### config.mk
export PLATFORM = sky130hd
export DESIGN_NAME = uart_chan
export DESIGN_NICKNAME = d
export VERILOG_FILES = /design/src/rtl/uart_chan_pkg.sv /design/src/rtl/uart_baud.sv /design/src/rtl/uart_tx.sv /design/src/rtl/uart_rx.sv /design/src/rtl/uart_chan.sv
export SDC_FILE = /design/constraint.sdc
export NUM_CORES = 1
export LEC_CHECK = 0
export BUFFER_PORTS_ARGS = -buffer_cell sky130_fd_sc_hd__buf_2
export CORE_ASPECT_RATIO = 0.75
export CORE_MARGIN = 1.5
export CORE_UTILIZATION = 45
export CTS_BUF_LIST = sky130_fd_sc_hd__clkbuf_8
export DETAILED_ROUTE_END_ITERATION = 16
export PLACE_DENSITY = 0.6
export SYNTH_ARGS = -nofsm -noshare
export SYNTH_HDL_FRONTEND = slang
export SYNTH_SLANG_ARGS = --single-unit
### constraint.sdc
create_clock -name clk -period 3.8 [get_ports clk]
set_clock_uncertainty 0.2 [all_clocks]
set_input_delay 0.76 -clock clk [delete_from_list [all_inputs] [get_ports clk]]
set_output_delay 0.76 -clock clk [all_outputs]
set_load 0.005 [all_outputs]
### src/rtl/uart_chan_pkg.sv
package uart_chan_pkg;

   localparam int CHR_W = 9;

   typedef struct packed {
      logic       cts_en;
      logic       txi_sel;
      logic [1:0] psel;
      logic       stop2;
      logic       par_odd;
      logic       par_en;
      logic [1:0] len;
   } chan_cfg_t;

   typedef enum logic [2:0] {
      ST_IDLE, ST_START, ST_DATA, ST_PAR, ST_STOP
   } frame_st_t;

   function automatic logic [3:0] char_bits(input logic [1:0] len);
      case (len)
         2'd0:    return 4'd7;
         2'd1:    return 4'd8;
         default: return 4'd9;
      endcase
   endfunction

   function automatic logic [CHR_W-1:0] char_mask(input logic [1:0] len);
      case (len)
         2'd0:    return 9'h07F;
         2'd1:    return 9'h0FF;
         default: return 9'h1FF;
      endcase
   endfunction

   function automatic logic par_bit(input logic [CHR_W-1:0] d,
                                    input logic [1:0] len,
                                    input logic odd);
      return (^(d & char_mask(len))) ^ odd;
   endfunction

endpackage

### src/rtl/uart_baud.sv
module uart_baud #(
   parameter int DIV_W = 8
) (
   input  logic             clk,
   input  logic             rst_n,
   input  logic [1:0]       psel,
   input  logic [DIV_W-1:0] divisor,
   output logic             tick
);
   localparam int PRE_W = 8;

   logic [PRE_W-1:0] pre_cnt, pre_lim;
   logic [DIV_W-1:0] div_cnt;
   logic             fi_en;

   always_comb begin
      case (psel)
         2'd0:    pre_lim = 8'd0;
         2'd1:    pre_lim = 8'd7;
         2'd2:    pre_lim = 8'd31;
         default: pre_lim = 8'd255;
      endcase
   end

   assign fi_en = (pre_cnt >= pre_lim);
   assign tick  = fi_en && (div_cnt >= divisor);

   always_ff @(posedge clk or negedge rst_n) begin
      if (!rst_n) begin
         pre_cnt <= '0;
         div_cnt <= '0;
      end else begin
         pre_cnt <= fi_en ? '0 : pre_cnt + 1'b1;
         if (fi_en)
            div_cnt <= (div_cnt >= divisor) ? '0 : div_cnt + 1'b1;
      end
   end


   tick_gap_chk: assert property (@(posedge clk) disable iff (!rst_n)
      (tick && (psel != 2'd0 || divisor != '0)) |=> !tick)
      else $error("sampling ticks back to back with a divide above one");

endmodule

### src/rtl/uart_tx.sv
module uart_tx
   import uart_chan_pkg::*;
(
   input  logic             clk,
   input  logic             rst_n,
   input  logic             tick,
   input  logic             start,
   input  logic [CHR_W-1:0] data,
   input  logic [1:0]       len,
   input  logic             par_en,
   input  logic             par_odd,
   input  logic             stop2,
   output logic             txd,
   output logic             busy
);
   frame_st_t        st;
   logic [3:0]       tcnt, bidx;
   logic [CHR_W-1:0] shreg;
   logic             par, stop_more;

   always_ff @(posedge clk or negedge rst_n) begin
      if (!rst_n) begin
         st        <= ST_IDLE;
         tcnt      <= '0;
         bidx      <= '0;
         shreg     <= '0;
         par       <= 1'b0;
         stop_more <= 1'b0;
      end else if (st == ST_IDLE) begin
         if (start) begin
            shreg     <= data & char_mask(len);
            par       <= par_bit(data, len, par_odd);
            stop_more <= stop2;
            tcnt      <= '0;
            bidx      <= '0;
            st        <= ST_START;
         end
      end else if (tick) begin
         if (tcnt == 4'd15) begin
            tcnt <= '0;
            case (st)
               ST_START: st <= ST_DATA;
               ST_DATA:
                  if (bidx == char_bits(len) - 4'd1)
                     st <= par_en ? ST_PAR : ST_STOP;
                  else
                     bidx <= bidx + 4'd1;
               ST_PAR:   st <= ST_STOP;
               ST_STOP:
                  if (stop_more) stop_more <= 1'b0;
                  else           st <= ST_IDLE;
               default:  st <= ST_IDLE;
            endcase
         end else begin
            tcnt <= tcnt + 4'd1;
         end
      end
   end

   always_comb begin
      case (st)
         ST_START: txd = 1'b0;
         ST_DATA:  txd = shreg[bidx];
         ST_PAR:   txd = par;
         default:  txd = 1'b1;
      endcase
   end

   assign busy = (st != ST_IDLE);


   start_while_busy_chk: assert property (@(posedge clk) disable iff (!rst_n)
      busy |-> !start)
      else $error("buffer handed over while a frame is still shifting");

endmodule

### src/rtl/uart_rx.sv
module uart_rx
   import uart_chan_pkg::*;
#(
   parameter int SYNC_N = 2
) (
   input  logic             clk,
   input  logic             rst_n,
   input  logic             tick,
   input  logic             rxd,
   input  logic [1:0]       len,
   input  logic             par_en,
   input  logic             par_odd,
   output logic             done,
   output logic [CHR_W-1:0] rdata,
   output logic             perr,
   output logic             ferr
);
   logic [SYNC_N-1:0] sync;
   logic              rxd_s, armed, rpar;
   frame_st_t         st;
   logic [3:0]        tcnt, bidx;

   generate
      if (SYNC_N == 1) begin : g_sync1
         always_ff @(posedge clk or negedge rst_n)
            if (!rst_n) sync <= '1;
            else        sync <= rxd;
      end else begin : g_syncn
         always_ff @(posedge clk or negedge rst_n)
            if (!rst_n) sync <= '1;
            else        sync <= {sync[SYNC_N-2:0], rxd};
      end
   endgenerate
   assign rxd_s = sync[SYNC_N-1];

   always_ff @(posedge clk or negedge rst_n) begin
      if (!rst_n) begin
         st    <= ST_IDLE;
         tcnt  <= '0;
         bidx  <= '0;
         rdata <= '0;
         rpar  <= 1'b0;
         armed <= 1'b0;
         done  <= 1'b0;
         perr  <= 1'b0;
         ferr  <= 1'b0;
      end else begin
         done <= 1'b0;
         if (tick) begin
            case (st)
               ST_IDLE: begin
                  armed <= rxd_s;
                  if (armed && !rxd_s) begin
                     st    <= ST_START;
                     tcnt  <= '0;
                     rdata <= '0;
                  end
               end
               ST_START:
                  if (tcnt == 4'd6) begin
                     tcnt <= '0;
                     bidx <= '0;
                     if (rxd_s) begin
                        st    <= ST_IDLE;
                        armed <= 1'b1;
                     end else begin
                        st <= ST_DATA;
                     end
                  end else begin
                     tcnt <= tcnt + 4'd1;
                  end
               default:
                  if (tcnt == 4'd15) begin
                     tcnt <= '0;
                     case (st)
                        ST_DATA: begin
                           rdata[bidx] <= rxd_s;
                           if (bidx == char_bits(len) - 4'd1)
                              st <= par_en ? ST_PAR : ST_STOP;
                           else
                              bidx <= bidx + 4'd1;
                        end
                        ST_PAR: begin
                           rpar <= rxd_s;
                           st   <= ST_STOP;
                        end
                        default: begin
                           done  <= 1'b1;
                           ferr  <= !rxd_s;
                           perr  <= par_en && (rpar != par_bit(rdata, len, par_odd));
                           armed <= rxd_s;
                           st    <= ST_IDLE;
                        end
                     endcase
                  end else begin
                     tcnt <= tcnt + 4'd1;
                  end
            endcase
         end
      end
   end

endmodule

### src/rtl/uart_chan.sv
module uart_chan
   import uart_chan_pkg::*;
#(
   parameter int DIV_W    = 8,
   parameter int SYNC_N   = 2,
   parameter bit HAS_FLOW = 1'b1
) (
   input  logic             clk,
   input  logic             rst_n,
   input  logic [1:0]       reg_addr,
   input  logic             reg_wr,
   input  logic             reg_rd,
   input  logic [CHR_W-1:0] reg_wdata,
   output logic [CHR_W-1:0] reg_rdata,
   input  logic             rxd,
   input  logic             cts_n,
   output logic             txd,
   output logic             rts_n,
   output logic             tx_irq,
   output logic             rx_irq
);
   localparam logic [1:0] ADR_DATA = 2'd0;
   localparam logic [1:0] ADR_MODE = 2'd1;
   localparam logic [1:0] ADR_DIV  = 2'd2;
   localparam logic [1:0] ADR_STAT = 2'd3;

   if (DIV_W < 1 || DIV_W > CHR_W) begin : g_bad_div_w
      $error("DIV_W must lie between 1 and the register width");
   end
   if (SYNC_N < 1 || SYNC_N > 4) begin : g_bad_sync
      $error("SYNC_N must lie between 1 and 4");
   end

   logic [CHR_W-1:0] mode_q, tx_buf, rx_buf, rx_data;
   logic [DIV_W-1:0] div_q;
   chan_cfg_t        cfg;
   logic             tbe, tc, rbf, oe, pe, fe;
   logic             tick, tx_busy, tx_start, cts_ok;
   logic             rx_done, rx_perr, rx_ferr;
   logic             wr_data, rd_data;

   assign cfg     = chan_cfg_t'(mode_q);
   assign wr_data = reg_wr && reg_addr == ADR_DATA;
   assign rd_data = reg_rd && reg_addr == ADR_DATA;

   generate
      if (HAS_FLOW) begin : g_flow
         assign cts_ok = !cfg.cts_en || !cts_n;
         assign rts_n  = rbf;
      end else begin : g_noflow
         assign cts_ok = 1'b1;
         assign rts_n  = 1'b0;
      end
   endgenerate

   assign tx_start = !tbe && !tx_busy && cts_ok;
   assign tc       = tbe && !tx_busy;
   assign tx_irq   = cfg.txi_sel ? tc : tbe;
   assign rx_irq   = rbf;

   uart_baud #(.DIV_W(DIV_W)) baud_i (
      .clk(clk), .rst_n(rst_n), .psel(cfg.psel), .divisor(div_q), .tick(tick));

   uart_tx tx_i (
      .clk(clk), .rst_n(rst_n), .tick(tick), .start(tx_start), .data(tx_buf),
      .len(cfg.len), .par_en(cfg.par_en), .par_odd(cfg.par_odd), .stop2(cfg.stop2),
      .txd(txd), .busy(tx_busy));

   uart_rx #(.SYNC_N(SYNC_N)) rx_i (
      .clk(clk), .rst_n(rst_n), .tick(tick), .rxd(rxd),
      .len(cfg.len), .par_en(cfg.par_en), .par_odd(cfg.par_odd),
      .done(rx_done), .rdata(rx_data), .perr(rx_perr), .ferr(rx_ferr));

   always_ff @(posedge clk or negedge rst_n) begin
      if (!rst_n) begin
         mode_q <= 9'h001;
         div_q  <= '0;
         tx_buf <= '0;
         tbe    <= 1'b1;
      end else begin
         if (reg_wr && reg_addr == ADR_MODE) mode_q <= reg_wdata;
         if (reg_wr && reg_addr == ADR_DIV)  div_q  <= reg_wdata[DIV_W-1:0];
         if (tx_start) tbe <= 1'b1;
         if (wr_data) begin
            tx_buf <= reg_wdata;
            tbe    <= 1'b0;
         end
      end
   end

   always_ff @(posedge clk or negedge rst_n) begin
      if (!rst_n) begin
         rx_buf <= '0;
         rbf    <= 1'b0;
         oe     <= 1'b0;
         pe     <= 1'b0;
         fe     <= 1'b0;
      end else begin
         if (rd_data) begin
            rbf <= 1'b0;
            oe  <= 1'b0;
         end
         if (rx_done) begin
            if (rbf && !rd_data) begin
               oe <= 1'b1;
            end else begin
               rx_buf <= rx_data;
               rbf    <= 1'b1;
               pe     <= rx_perr;
               fe     <= rx_ferr;
            end
         end
      end
   end

   always_comb begin
      case (reg_addr)
         ADR_DATA: reg_rdata = rx_buf;
         ADR_MODE: reg_rdata = mode_q;
         ADR_DIV:  reg_rdata = CHR_W'(div_q);
         default:  reg_rdata = {3'b000, fe, pe, oe, rbf, tc, tbe};
      endcase
   end


   tbe_clr_chk: assert property (@(posedge clk) disable iff (!rst_n)
      wr_data |=> !tbe)
      else $error("buffer still empty after a data write");


   rbf_fall_chk: assert property (@(posedge clk) disable iff (!rst_n)
      $fell(rbf) |-> $past(rd_data))
      else $error("receive-full dropped without a data read");


   ovr_keep_chk: assert property (@(posedge clk) disable iff (!rst_n)
      $rose(oe) |-> ($stable(rx_buf) && $past(rbf)))
      else $error("overrun disturbed the buffered character");


   cts_hold_chk: assert property (@(posedge clk) disable iff (!rst_n)
      ($rose(tx_busy) && HAS_FLOW && cfg.cts_en) |-> !$past(cts_n))
      else $error("frame started while clear-to-send was deasserted");

endmodule

==> run_results.csv <==
group,metric,value,unit
sta,tightest_slew,0.9126,ns
clocking,cts_resized,0,
global_routing,grt_max_degree,66,
sta,tns,0,ns
layout,area_delta_synth_final,9.212,%
floorplan,dieArea,13460,sq um
worst_setup_path,r2r_slack,0.96,ns
layout,postLayoutCoreUtil,50.81,%
clocking,postCtsHoldBufs,0,
worst_setup_path,critPathTopFamily,"multiplexers",
global_routing,grtUsageTotal,20.94,%
synth,async_reset_ff_share,100.0,%
synth,yosysWarnings,0,
clocking,clk_pin_slew,0.11,ns
synth,ys_ff_latch,105,
synth,syn_area,5746,sq um
synth,ys_types,67,
clocking,clk_path_buf_depth,2,
clocking,root_buffer,"clkbuf_8",
placement,place_area,6062,sq um
worst_setup_path,reg2regPathDepth,8,
sta,clock.fmax,0.3221,GHz
synth,synthFlopType,"dfrtp_1",
floorplan,io_pins,30,
synth,synth_edf_count,0,
sta,rsz0062_at_grt,"no",
worst_setup_path,cp.arrival,2.14,ns
layout,final_cell_mix,"dfrtp_1 (101), nand2_1 (87), o21ai_0 (47)",
routing,drc_errors,0,
routing,drt-initial-drc-count,314,
synth,synth_fp_nets,601,
floorplan,die_x,133.5,um
worst_setup_path,worstSetupStartpointType,"flip-flop",
routing,wl_per_cell,17.32,um
routing,ant_nets,0,
floorplan,start_util,46.52,%
worst_setup_path,worst_path_max_delay_cell,"dfrtp_1",
sta,slew_headroom,38.30,%
synth,syn_inst,560,
synth,ys_seq_area_share,45.82,%
power,power.density,475.4,nW/um^2
worst_setup_path,cp-end-kind,"primary output",
placement,place.gp.congestion,0.8549,
worst_setup_path,cp_num_buf_inv,1,
worst_hold_path,holdCritPathClass,"flip-flop to flip-flop",
clocking,cts_tree,"yes",
sta,finalCriticalPeriod,3.104,ns
worst_setup_path,worstSetupPathType,"flip-flop to primary output",
clocking,cts_num_sinks,105,
routing,drt_pass1_iterations,5,
layout,drive_above_1_share,19.66,%
layout,final_common_cell,"dfrtp_1",
floorplan,die-height,100.9,um
sta,final.setup.worst_slack,0.6956,ns
worst_setup_path,cp.required,2.84,ns
synth,syn_avg_cell_area,10.26,sq um
floorplan,rows,35,
worst_setup_path,cp_num_cells,6,
sta,final-setup-viol-count,0,
global_routing,grt_pass1_wl,21890,um
worst_setup_path,crit_path_max_fanout,8,
run_status,status,"finished clean",
layout,final_cell_area,6275,sq um
worst_setup_path,slowest_delay,0.56,ns
sta,hold_ws,0.1689,ns
layout,diodes,0,
routing,drt-total-wl,13090,um
placement,dp_slack,0.9809,ns
worst_setup_path,critical_path.cell_chain,"mux4_2 -> mux2i_1 -> o211ai_1 -> o21ai_0 -> nand2b_1 -> buf_2",
routing,viasPerCell,5.675,
power,ir_drop,0.2879,mV
global_routing,grt_pass1_vias,4126,
run,max_cap_viol_count,0,
clocking,htreeDepth,3,
clocking,cts-buffers-inserted,9,
global_routing,grt_overflow,0,
worst_hold_path,min_path_cells,0,
clocking,cts_setup_buffers,0,
floorplan,core,12350,sq um
sta,slew_violations,0,
global_routing,antenna_found_initial,0,
routing,vias,4290,
layout,nNetsFinal,626,
placement,dp_hpwl,9647,um
clocking,clock_latency,0.39,ns
sta,fin_crit_sh,81.69,%
placement,port_buffers,29,
sta,hold_violations,0,
power,power.leakage,2.820,nW
-- power by group --
group | total (mW) | internal, mW | leakage [nW] | switching, mW
registers | 1.47 | 1.29 | 1.36 | 0.180
logic | 0.780 | 0.366 | 1.35 | 0.414
clock network | 0.735 | 0.272 | 0.107 | 0.462
-- cell type report --
class	count	area [sq um]
clock inverter	7	88.84
sequential	105	2633
clock buffer	9	123.9
tap	166	207.7
timing repair buffer	34	197.7
fill	1124	6075
inverter	20	75.07
multi-input combinational	415	2949
-- Yosys cell counts, types with 11 or more instances --
cell type  number  share of area [%]
dfrtp_1       101                 44
nand2_1        87                5.7
o21ai_0        47                4.1
mux2_2         37                7.3
nor2_1         26                1.7
a21oi_1        24                2.1
ha_1           24                5.2
xnor2_1        24                3.7
nand3_1        22                1.9
inv_1          19                1.2
clkbuf_1       11               0.72
nand2b_1       11                1.2
-- routing by layer --
metal	vias up	share of wire, %	track usage [%]
met1	2139	53	32.93
li1	2044	-	-
met4	0	0.63	3.846
met2	99	42	30.41
met5	-	0	0
met3	8	4.5	3.620
-- stage by stage --
| stage | total power [mW] | instances |
|---|---|---|
| 2_1_floorplan | 2.030 | 560 |
| 3_3_place_gp | 2.241 | 740 |
| 3_5_place_dp | 2.272 | 740 |
| 4_1_cts | 3.015 | 756 |
| 5_1_grt | 3.177 | 756 |
| 6_report | 2.983 | 756 |
-- final timing paths --
kind / from / end
setup reg to reg: cfg[6] / rx_i.st[0]
setup / recovery: tx_i.bidx[0] / txd
min in group asynchronous: rst_n / baud_i.pre_cnt[0]
hold / removal: rx_i.sync[0] / rx_i.sync[1]
max in group asynchronous: rst_n / tbe
hold reg to reg: rx_i.sync[0] / rx_i.sync[1]
-- kinds of logic after synthesis --
| kind of cell | Yosys count | share of synthesized area, % |
|---|---|---|
| AO/OA/AOI/OAI | 114 | 12.89 |
| XOR/XNOR | 29 | 4.421 |
| adder cells (fa/ha/maj) | 24 | 5.227 |
| buffers and inverters | 40 | 2.853 |
| flip-flops | 105 | 45.82 |
| multiplexers | 53 | 11.74 |
| AND/OR/NAND/NOR | 195 | 17.05 |
-- sequential cells by signal (all words and copies together), names as in the netlist, 3 cells and up --
name / flops
tx_i.shreg: 9
rx_i.bidx: 4
baud_i.pre_cnt: 8
rx_i.tcnt: 4
rx_i.rdata: 9
cfg: 9
tx_i.tcnt: 4
tx_i.st: 3
tx_i.bidx: 4
rx_buf: 9
tx_buf: 9
baud_i.div_cnt: 8
div_q: 8
rx_i.st: 3
(Power assumes the default switching activity.)
